### config.mk
export PLATFORM = sky130hd
export DESIGN_NAME = irq_vec_ctrl
export DESIGN_NICKNAME = d
export VERILOG_FILES = /design/src/rtl/irq_pkg.sv /design/src/rtl/irq_prio_pick.sv /design/src/rtl/irq_ext_detect.sv /design/src/rtl/irq_vec_ctrl.sv
export SDC_FILE = /design/constraint.sdc
export NUM_CORES = 1
export LEC_CHECK = 0
export BUFFER_PORTS_ARGS = -buffer_cell sky130_fd_sc_hd__buf_2
export CAP_MARGIN = 30
export CORE_ASPECT_RATIO = 1.4
export CORE_MARGIN = 2
export CORE_UTILIZATION = 35
export DETAILED_ROUTE_END_ITERATION = 8
export HOLD_SLACK_MARGIN = 0.15
export SETUP_SLACK_MARGIN = 0.2
export SYNTH_ARGS = -nofsm -noshare
export SYNTH_HDL_FRONTEND = slang
export SYNTH_SLANG_ARGS = --single-unit
### constraint.sdc
create_clock -name clk_i -period 7.3 [get_ports clk_i]
set_clock_uncertainty 0.05 [all_clocks]
set_input_delay 0.73 -clock clk_i [delete_from_list [all_inputs] [get_ports clk_i]]
set_output_delay 0.73 -clock clk_i [all_outputs]
set_load 0.005 [all_outputs]
### src/rtl/irq_pkg.sv
package irq_pkg;
  localparam int NSRC = 13;
  localparam int IDXW = $clog2(NSRC);
  localparam int NEXT = 6;
  localparam logic [NEXT-1:0] EXT_ACT_LOW = 6'b101011;
  localparam logic [7:0] PF_VEC = 8'h33;

  // natural index -> entry address (index 0 is power-fail)
  function automatic logic [7:0] nat_vec(input logic [IDXW-1:0] idx);
    if (idx == '0)        return PF_VEC;
    else if (idx <= 4'd6) return 8'h03 + 8'(idx - 1) * 8'd8;
    else                  return 8'h03 + 8'(idx) * 8'd8;
  endfunction
endpackage

### src/rtl/irq_prio_pick.sv
module irq_prio_pick #(
  parameter int N = 13,
  parameter int W = $clog2(N)
) (
  input  logic [N-1:0] req_i,
  output logic         found_o,
  output logic [W-1:0] idx_o
);
  always_comb begin
    found_o = 1'b0;
    idx_o   = '0;
    for (int i = N - 1; i >= 0; i--) begin
      if (req_i[i]) begin
        found_o = 1'b1;
        idx_o   = W'(i);
      end
    end
  end


  always_comb begin
    if (found_o) begin
      lowest_wins_chk: assert ((req_i & ((N'(1) << idx_o) - N'(1))) == '0);
    end
  end
endmodule

### src/rtl/irq_ext_detect.sv
module irq_ext_detect #(
  parameter int N = 6,
  parameter logic [N-1:0] ACT_LOW = '0
) (
  input  logic         clk_i,
  input  logic         rst_ni,
  input  logic [N-1:0] pin_i,
  input  logic [N-1:0] edge_mode_i,
  input  logic [N-1:0] clr_i,
  input  logic         wr_i,
  input  logic [N-1:0] wdata_i,
  output logic [N-1:0] req_o
);
  for (genvar g = 0; g < N; g++) begin : g_pin
    logic s1_q, s2_q, s3_q, flag_q, act, act_prev, rise;

    always_ff @(posedge clk_i or negedge rst_ni) begin
      if (!rst_ni) begin
        s1_q <= ACT_LOW[g];
        s2_q <= ACT_LOW[g];
        s3_q <= ACT_LOW[g];
      end else begin
        s1_q <= pin_i[g];
        s2_q <= s1_q;
        s3_q <= s2_q;
      end
    end

    assign act      = s2_q ^ ACT_LOW[g];
    assign act_prev = s3_q ^ ACT_LOW[g];
    assign rise     = edge_mode_i[g] & act & ~act_prev;

    // a fresh edge wins over both software write and hardware clear
    always_ff @(posedge clk_i or negedge rst_ni) begin
      if (!rst_ni)      flag_q <= 1'b0;
      else if (rise)    flag_q <= 1'b1;
      else if (wr_i)    flag_q <= wdata_i[g];
      else if (clr_i[g]) flag_q <= 1'b0;
    end

    assign req_o[g] = edge_mode_i[g] ? flag_q : act;


    edge_set_chk: assert property (@(posedge clk_i) disable iff (!rst_ni)
      rise |=> flag_q);
  end
endmodule

### src/rtl/irq_vec_ctrl.sv
module irq_vec_ctrl
  import irq_pkg::*;
(
  input  logic       clk_i,
  input  logic       rst_ni,
  input  logic       pfail_i,
  input  logic [2:0] tmr_i,
  input  logic [1:0] ser_i,
  input  logic       wdog_i,
  input  logic [5:0] ext_pin_i,
  input  logic       boundary_i,
  input  logic       reti_i,
  input  logic       reg_we_i,
  input  logic [2:0] reg_addr_i,
  input  logic [7:0] reg_wdata_i,
  output logic [7:0] reg_rdata_o,
  output logic       irq_o,
  output logic [7:0] vec_o
);
  localparam int ALO_W = 7;
  localparam int AHI_W = 6;

  logic [ALO_W:0]   en_a_q;
  logic [AHI_W-1:0] en_b_q, pri_b_q;
  logic [ALO_W-1:0] pri_a_q;
  logic [NEXT-1:0]  mode_q, ext_req, ext_clr;
  logic             hi_q, lo_q, pf_q, pf_hi_q;
  logic [NSRC-1:0]  req_nat, en_nat, pri_nat, pend;
  logic             hi_found, lo_found, sel_hi, take, ret_hi, ret_lo;
  logic [IDXW-1:0]  hi_idx, lo_idx, win_idx;
  logic             flag_wr;

  always_ff @(posedge clk_i or negedge rst_ni) begin
    if (!rst_ni) begin
      en_a_q <= '0; en_b_q <= '0; pri_a_q <= '0; pri_b_q <= '0; mode_q <= '0;
    end else if (reg_we_i) begin
      case (reg_addr_i)
        3'd0: en_a_q  <= reg_wdata_i;
        3'd1: en_b_q  <= reg_wdata_i[AHI_W-1:0];
        3'd2: pri_a_q <= reg_wdata_i[ALO_W-1:0];
        3'd3: pri_b_q <= reg_wdata_i[AHI_W-1:0];
        3'd5: mode_q  <= reg_wdata_i[NEXT-1:0];
        default: ;
      endcase
    end
  end

  assign flag_wr = reg_we_i && reg_addr_i == 3'd4;

  irq_ext_detect #(.N(NEXT), .ACT_LOW(EXT_ACT_LOW)) u_ext (
    .clk_i, .rst_ni,
    .pin_i(ext_pin_i), .edge_mode_i(mode_q), .clr_i(ext_clr),
    .wr_i(flag_wr), .wdata_i({reg_wdata_i[7:4], reg_wdata_i[1:0]}),
    .req_o(ext_req)
  );

  assign req_nat = {wdog_i, ext_req[5:2], ser_i[1], tmr_i[2], ser_i[0],
                    tmr_i[1], ext_req[1], tmr_i[0], ext_req[0], pfail_i};
  assign en_nat  = {en_b_q[4], en_b_q[3:0], en_a_q[ALO_W-1:0], en_b_q[5]};
  assign pri_nat = {pri_b_q[4], pri_b_q[3:0], pri_a_q, pri_b_q[5]};
  assign pend    = req_nat & en_nat & {NSRC{en_a_q[ALO_W]}};

  irq_prio_pick #(.N(NSRC), .W(IDXW)) u_pick_hi (
    .req_i(pend & pri_nat), .found_o(hi_found), .idx_o(hi_idx));
  irq_prio_pick #(.N(NSRC), .W(IDXW)) u_pick_lo (
    .req_i(pend & ~pri_nat), .found_o(lo_found), .idx_o(lo_idx));

  assign sel_hi  = hi_found & ~hi_q;
  assign irq_o   = sel_hi | (lo_found & ~hi_q & ~lo_q);
  assign win_idx = sel_hi ? hi_idx : lo_idx;
  assign vec_o   = irq_o ? nat_vec(win_idx) : 8'h00;
  assign take    = boundary_i & irq_o;
  assign ret_hi  = reti_i & hi_q;
  assign ret_lo  = reti_i & ~hi_q & lo_q;

  always_comb begin
    ext_clr    = '0;
    ext_clr[0] = take && win_idx == IDXW'(1);
    ext_clr[1] = take && win_idx == IDXW'(3);
    for (int k = 2; k < NEXT; k++) ext_clr[k] = take && win_idx == IDXW'(k + 6);
  end

  always_ff @(posedge clk_i or negedge rst_ni) begin
    if (!rst_ni) begin
      hi_q <= 1'b0; lo_q <= 1'b0; pf_q <= 1'b0; pf_hi_q <= 1'b0;
    end else begin
      hi_q <= (hi_q & ~ret_hi) | (take & sel_hi);
      lo_q <= (lo_q & ~ret_lo) | (take & ~sel_hi);
      if (take && win_idx == '0) begin
        pf_q    <= 1'b1;
        pf_hi_q <= sel_hi;
      end else if ((ret_hi && pf_hi_q) || (ret_lo && !pf_hi_q)) begin
        pf_q <= 1'b0;
      end
    end
  end

  always_comb begin
    case (reg_addr_i)
      3'd0: reg_rdata_o = en_a_q;
      3'd1: reg_rdata_o = {2'b00, en_b_q};
      3'd2: reg_rdata_o = {1'b0, pri_a_q};
      3'd3: reg_rdata_o = {2'b00, pri_b_q};
      3'd4: reg_rdata_o = {ext_req[5:2], 2'b00, ext_req[1:0]};
      3'd5: reg_rdata_o = {2'b00, mode_q};
      3'd6: reg_rdata_o = {hi_q, lo_q, pf_q, 5'b11111};
      default: reg_rdata_o = 8'h00;
    endcase
  end


  gie_mask_chk: assert property (@(posedge clk_i) disable iff (!rst_ni)
    !en_a_q[ALO_W] |-> !irq_o);

  no_preempt_hi_chk: assert property (@(posedge clk_i) disable iff (!rst_ni)
    hi_q |-> !irq_o);

  take_marks_chk: assert property (@(posedge clk_i) disable iff (!rst_ni)
    take |=> (hi_q || lo_q));

  ret_hi_first_chk: assert property (@(posedge clk_i) disable iff (!rst_ni)
    (reti_i && !take && hi_q && lo_q) |=> (!hi_q && lo_q));

  pf_inside_chk: assert property (@(posedge clk_i) disable iff (!rst_ni)
    pf_q |-> (hi_q || lo_q));

  vec_align_chk: assert property (@(posedge clk_i) disable iff (!rst_ni)
    irq_o |-> vec_o[2:0] == 3'b011);
endmodule

# ---- Word-level counts from Yosys, hierarchy flattened
# Cells that the tools add are included.
dict set report classes {
  shifts 0
  bitwise_logic 42
  reduce_logical 26
  n_addsub 3
  eq_ne 12
  div 0
  mul 0
  n_lt_le_gt_ge 1
  n_mux 83
}
# operator n
set ops {}
lappend ops {{$mux 4} 27}
lappend ops {{$pmux 8 s7} 1}
lappend ops {{$and 13x13->13} 4}
lappend ops {{$mux 1} 52}
lappend ops {{$mux 8} 3}
lappend ops {{$and 1x1->1} 23}
lappend ops {{$reduce_bool 3->1} 6}
lappend ops {{$eq 4x4->1 const B} 4}
lappend ops {{$not 13->13} 1}
lappend ops {{$not 1->1} 11}
lappend ops {{$logic_and 1x1->1} 10}
lappend ops {{$reduce_and 2->1} 5}
lappend ops {{$eq 3x3->1 const B} 3}
lappend ops {{$add 2x7->8 const A} 1}
lappend ops {{$add 2x8->8 const A} 1}
lappend ops {{$eq 3x2->1 const B} 2}
lappend ops {{$sub 4x1->5 const B} 1}
lappend ops {{$eq 4x1->1 const B} 1}
lappend ops {{$eq 4x2->1 const B} 1}
lappend ops {{$le 4x3->1 const B} 1}
lappend ops {{$logic_not 4->1} 1}
lappend ops {{$eq 3x1->1 const B} 1}
lappend ops {{$logic_not 3->1} 1}
lappend ops {{$or 1x1->1} 3}
lappend ops {{3 further kinds} 3}
dict set report word_totals {
  rom_bits 0
  input_bits 29
  mem_count 0
  output_inout_bits 17
  latch_bits 0
  regBits 61
  elab_cells 200
  mem_bits_rw 0
}

# ---- Logic depth before layout (Yosys ltp)
dict set report logic_depth {
  depth_word 26
  mapped_depth 13
  mapped_depth_nobuf 11
}

# ---- By module
# Synthesis repeated with hierarchy kept, for this count alone.
dict set report unflattened {
  hier_cells 351
  area_unflattened_um2 3513.4
}
# module area_per_inst_um2 cells_per_inst seq_area_each_um2 instances
set by_module_without_submodules {}
lappend by_module_without_submodules {irq_vec_ctrl 2376.0 248 925.9 1}
lappend by_module_without_submodules {irq_ext_detect 824.5 55 615.6 1}
lappend by_module_without_submodules {irq_prio_pick 156.4 24 0.0 2}

# ---- Worst setup path before layout
# Ideal clock, no wire load.
dict set report synth_path {
  path_kind {input to output}
  startpoint {input port ser_i[0]}
  endpoint {output port vec_o[5]}
  stages 9
  required_time_ps 6520
  arrival_ps 2833
  n_path_buf 0
  setup_slack_ps 3687
  cell_sequence {and4_1 and4bb_2 and2_1 a31oi_4 nor2_2 a32oi_2 ha_1 nor2_1 a2111oi_2}
}
dict set report synth_between {
  elab_chain_cells 16
  elab_cells_between_ends 41
  cone_classes {3 x add/sub; 1 x order compare; 28 x mux; 8 x bitwise; 1 x reduce/logical}
}
# item line_no
set synth_rtl {}
lappend synth_rtl {{start: declaration} irq_vec_ctrl.sv:8} ;# input logic [1:0] ser_i,
lappend synth_rtl {{$and 13x13->13 * (2 in a row)} irq_vec_ctrl.sv:61} ;# assign pend = req_nat & en_nat & {NSRC{en_a_q[ALO_W]}};
lappend synth_rtl {{$and 13x13->13} irq_vec_ctrl.sv:64} ;# .req_i(pend & pri_nat), .found_o(hi_found), .idx_o(hi_idx));
lappend synth_rtl {{$mux 1 (6 in a row)} irq_prio_pick.sv:13} ;# if (req_i[i]) begin
lappend synth_rtl {{$and 1x1->1} irq_vec_ctrl.sv:68} ;# assign sel_hi = hi_found & ~hi_q;
lappend synth_rtl {{$mux 4} irq_vec_ctrl.sv:70} ;# assign win_idx = sel_hi ? hi_idx : lo_idx;
lappend synth_rtl {{$sub 4x1->5} irq_pkg.sv:11} ;# else if (idx <= 4'd6) return 8'h03 + 8'(idx - 1) * 8'd8;
lappend synth_rtl {{$add 2x8->8} irq_pkg.sv:11}
lappend synth_rtl {{$mux 8} irq_pkg.sv:11}
lappend synth_rtl {{$mux 8} irq_pkg.sv:10} ;# if (idx == '0) return PF_VEC;
lappend synth_rtl {{$mux 8 *} irq_vec_ctrl.sv:71} ;# assign vec_o = irq_o ? nat_vec(win_idx) : 8'h00;
lappend synth_rtl {{end: declaration} irq_vec_ctrl.sv:18} ;# output logic [7:0] vec_o
# Every way passes the cells marked *; elsewhere a longest branch is shown, timed or not.

# ---- Worst setup path in the final report
dict set report layout_path {
  startpoint {register en_a_q[7]}
  endpoint {output port vec_o[4]}
}
dict set report layout_between {
  elab_chain_cells 22
  elab_cells_between_ends 68
  cone_classes {3 x add/sub; 1 x order compare; 56 x mux; 7 x bitwise; 1 x reduce/logical}
}
# item line_no
set layout_rtl {}
lappend layout_rtl {{start: declaration} irq_vec_ctrl.sv:23} ;# logic [ALO_W:0] en_a_q;
lappend layout_rtl {{start signal: assignment} irq_vec_ctrl.sv:38} ;# 3'd0: en_a_q <= reg_wdata_i;
lappend layout_rtl {{$and 13x13->13 *} irq_vec_ctrl.sv:61}
lappend layout_rtl {{$and 13x13->13} irq_vec_ctrl.sv:64}
lappend layout_rtl {{$mux 1 (13 in a row)} irq_prio_pick.sv:13}
lappend layout_rtl {{$and 1x1->1} irq_vec_ctrl.sv:68}
lappend layout_rtl {{$mux 4} irq_vec_ctrl.sv:70}
lappend layout_rtl {{$sub 4x1->5} irq_pkg.sv:11}
lappend layout_rtl {{$add 2x8->8} irq_pkg.sv:11}
lappend layout_rtl {{$mux 8} irq_pkg.sv:11}
lappend layout_rtl {{$mux 8} irq_pkg.sv:10}
lappend layout_rtl {{$mux 8 *} irq_vec_ctrl.sv:71}
# Marked as above.

==> impl_results.md <==
- Status: complete, no violations
- CTS root buf: clkbuf_16
- Grt total ovfl: 0
- # setup viols final: 0
- Sw Ratio: 0.370
- Most frequent cells in the layout: dfrtp_1 (49), buf_2 (44), mux2_2 (33)
- Synth async-reset ratio: 1.00
- CP endpoint kind: primary output
- Worst slew margin: 0.477
- Syn. warnings: 0
- WHS: 302 ps
- Vias in the first global route: 2995
- Worst-path clk slew: 60 ps
- Final period util: 0.632
- Num rows: 43
- Final setup TNS: 0 ps
- Overall power: 1470 µW
- Cells after Synth: approximately 350
- Fin area: roughly 4200 µm²
- Post-synth cell types: 69
- Routed vias: 2943
- EDFF count, synth: 0
- Worst EP required: approximately 6500 ps
- Die X: 89.8 µm
- Register share of total power: 0.339
- Port Buffers: 44
- Hold Buf Count CTS: 0
- Leak pwr: 0.00181 µW
- HP Class: reg -> reg
- Critical path, cell by cell: nand2_1 > nor4b_1 > nor4b_2 > a31oi_4 > nor2_2 > a32oi_2 > ha_1 > nand2b_1 > a211o_1 > o31ai_1 > buf_2
- CP max FO: 27
- Max-cap viol count: 0
- Multi-input gate area: 1930 µm²
- Clock Sinks: 61
- Layout cells sized above 1: 0.324
- Die Y-Extent: 124 µm
- Largest net degree at the start of global routing: 62
- Final critical-path required period: between 4000 and 5000 ps
- Slowest-stage cell, CP: dfrtp_1
- RD Place Congestion: just over 0.9
- RSZ-0062 raised after global routing: no
- Hold Vio Cnt, Final: 0
- Yosys reg bits: 61
- Die footprint: approximately 11000 µm²
- Final #Nets: between 400 and 500
- Family with the most delay on the worst path: compound AO/OA/AOI/OAI gates
- Crit path DAT: 3830 ps
- Max Slew Vio Count: 0
- Routed Antenna Nets: 0
- Sequential cell area: 1540 µm²
- CP Buf/Inv Count: 1
- Wirelength per Cell: 18.8 µm
- Post-cts sizing count: 0
- DRC: 0
- CTS tree: yes
- VDD IR max: 0.163 mV
- Power Density: 350 nW/µm²
- Antenna violations before repair: 0
- DRC marker count from the first detailed-route iteration: 214
- Vias per cell: 5.55
- # IOs: 46
- P_sw: 545 µW
- Syn_area_per_cell: 10.2 µm²
- P&R area growth vs syn: 16.6%
- Antenna cells: 0
- Latest clock arrival within the worst-skew pair: 340 ps
- Fmax: 217 MHz
- Mapped Nets: 385
- Crit start category: flop
- Postcts setup bufs: 0
- Internal: about 900 µW
- Core Footprint: 9950 µm²
- Placed cell area: 3900 µm²
- Worst Max-Slew Pin Slew: 785 ps
- First-pass GRT wire length: 16200 µm
- Sequential area share after synthesis: 0.427
- Commonest non-fill, non-tap cell in the layout: dfrtp_1
- CTS Buffer Depth: 2
- Post-Syn Area: between 3000 and 4000 µm²
- WS Path Type: reg -> out
- CTS buffer count: 9
- Total global-route track usage: 0.192
- DPL Wire Length: 7570 µm
- Initial Utilization: 0.362
- CP max stage delay: 800 ps
- Primary FF master, synth: dfrtp_1
- Post-Route WL: 9980 µm
- Fillers: 985
- # H-tree levels: 3
- Clock share of power: 0.295
- Logic gate share of total power: 0.366
- Drt pass-1 iters: 4
-- kinds of logic after synthesis --
kind of cell	Yosys count	share of synthesized area
fa+ha+maj	2	0.00694
flops	61	0.427
buf+inv	28	0.0378
simple gates	145	0.247
mux	41	0.129
other cells	1	0.00104
compound gates	76	0.151
-- worst reg2reg max path, stage by stage (launching register included) --
cell     delay [ps]
dfrtp_1         800
nand2_1         150
nor4b_1         560
nor4b_2         160
a31oi_4         360
nor2_2           80
a32oi_2         400
ha_1            350
nand2_1         110
a22o_1          230
-- power groups by stage --
| stage | Sequential [µW] | Combinational, µW | Clock [µW] |
|---|---|---|---|
| final | 498 | 539 | 434 |
| after global routing | 510 | 601 | 457 |
| after CTS | 496 | 542 | 442 |
| after detailed placement | 500 | 541 | 0 |
| after global placement | 498 | 532 | 0 |
| after floorplan | 460 | 429 | 0 |
-- layer usage --
layer / vias up / routed length (µm) / track usage
li1: 1389 / - / -
met1: 1447 / 4070 / 0.220
met2: 84 / 5060 / 0.327
met3: 23 / 407 / 0.0436
met4: 0 / 449 / 0.122
met5: - / 0 / 0
-- flip-flops by register name, summed over array words and instances, names as in the netlist --
signal	flops
en_a_q	8
en_b_q	6
hi_q	1
lo_q	1
mode_q	6
pf_hi_q	1
pf_q	1
pri_a_q	7
pri_b_q	6
u_ext.g_pin.act	2
u_ext.g_pin.act_prev	2
u_ext.g_pin.flag_q	6
u_ext.g_pin.s1_q	6
u_ext.g_pin.s2_q	4
u_ext.g_pin.s3_q	4
-- area by class of cell --
type / instances / area share
Clock buffer: 10 / 0.0568
Clock inverter: 6 / 0.0167
Multi-Input combinational cell: 265 / 0.459
Sequential cell: 61 / 0.366
Inverter: 8 / 0.00714
Timing Repair Buffer: 45 / 0.0541
Tap cell: 135 / 0.0402
-- per-stage QoR --
stage          std cells   util  worst slack [ps]
2_1_floorplan        354      -              3690
3_3_place_gp         514  0.392              3190
3_5_place_dp         514  0.392              3090
4_1_cts              530  0.423              2690
5_1_grt              530  0.423              2370
6_report             530  0.423              2690
-- worst paths after layout --
path                       cells after the start           startpoint            endpoint  slack [ps]
setup / recovery                              11            en_a_q[7]            vec_o[4]        2690
hold / removal                                 0  u_ext.g_pin[4].s1_q  u_ext.g_pin[4].act         300
setup reg to reg                               9            en_a_q[7]             pf_hi_q        3940
hold reg to reg                                0  u_ext.g_pin[4].s1_q  u_ext.g_pin[4].act         300
max in group asynchronous                      2               rst_ni          pri_a_q[5]        6180
min in group asynchronous                      2               rst_ni  u_ext.g_pin[4].act         510
-- synth_stat cells, types with 3 or more instances --
cell type,count,area share
and4b_1,5,0.014
nor2_1,29,0.030
mux2_2,33,0.10
o211ai_1,5,0.010
a211o_1,4,0.0097
dfstp_2,12,0.087
a21oi_1,17,0.024
a31oi_1,5,0.0087
nor2b_1,6,0.010
inv_1,7,0.0073
nand3_1,13,0.018
clkbuf_1,13,0.014
and3_1,6,0.010
nor3_1,8,0.011
nand2_1,30,0.031
nor3b_1,4,0.0083
nor4b_1,3,0.0073
a211oi_1,5,0.010
dfrtp_1,49,0.34
buf_4,4,0.0083
mux2i_1,7,0.019
o21ai_0,14,0.019
a21o_1,3,0.0062
nand4_1,7,0.012
and4_1,4,0.0097
and3b_1,3,0.0073
nand2b_1,6,0.010
(Power assumes the default switching activity.)
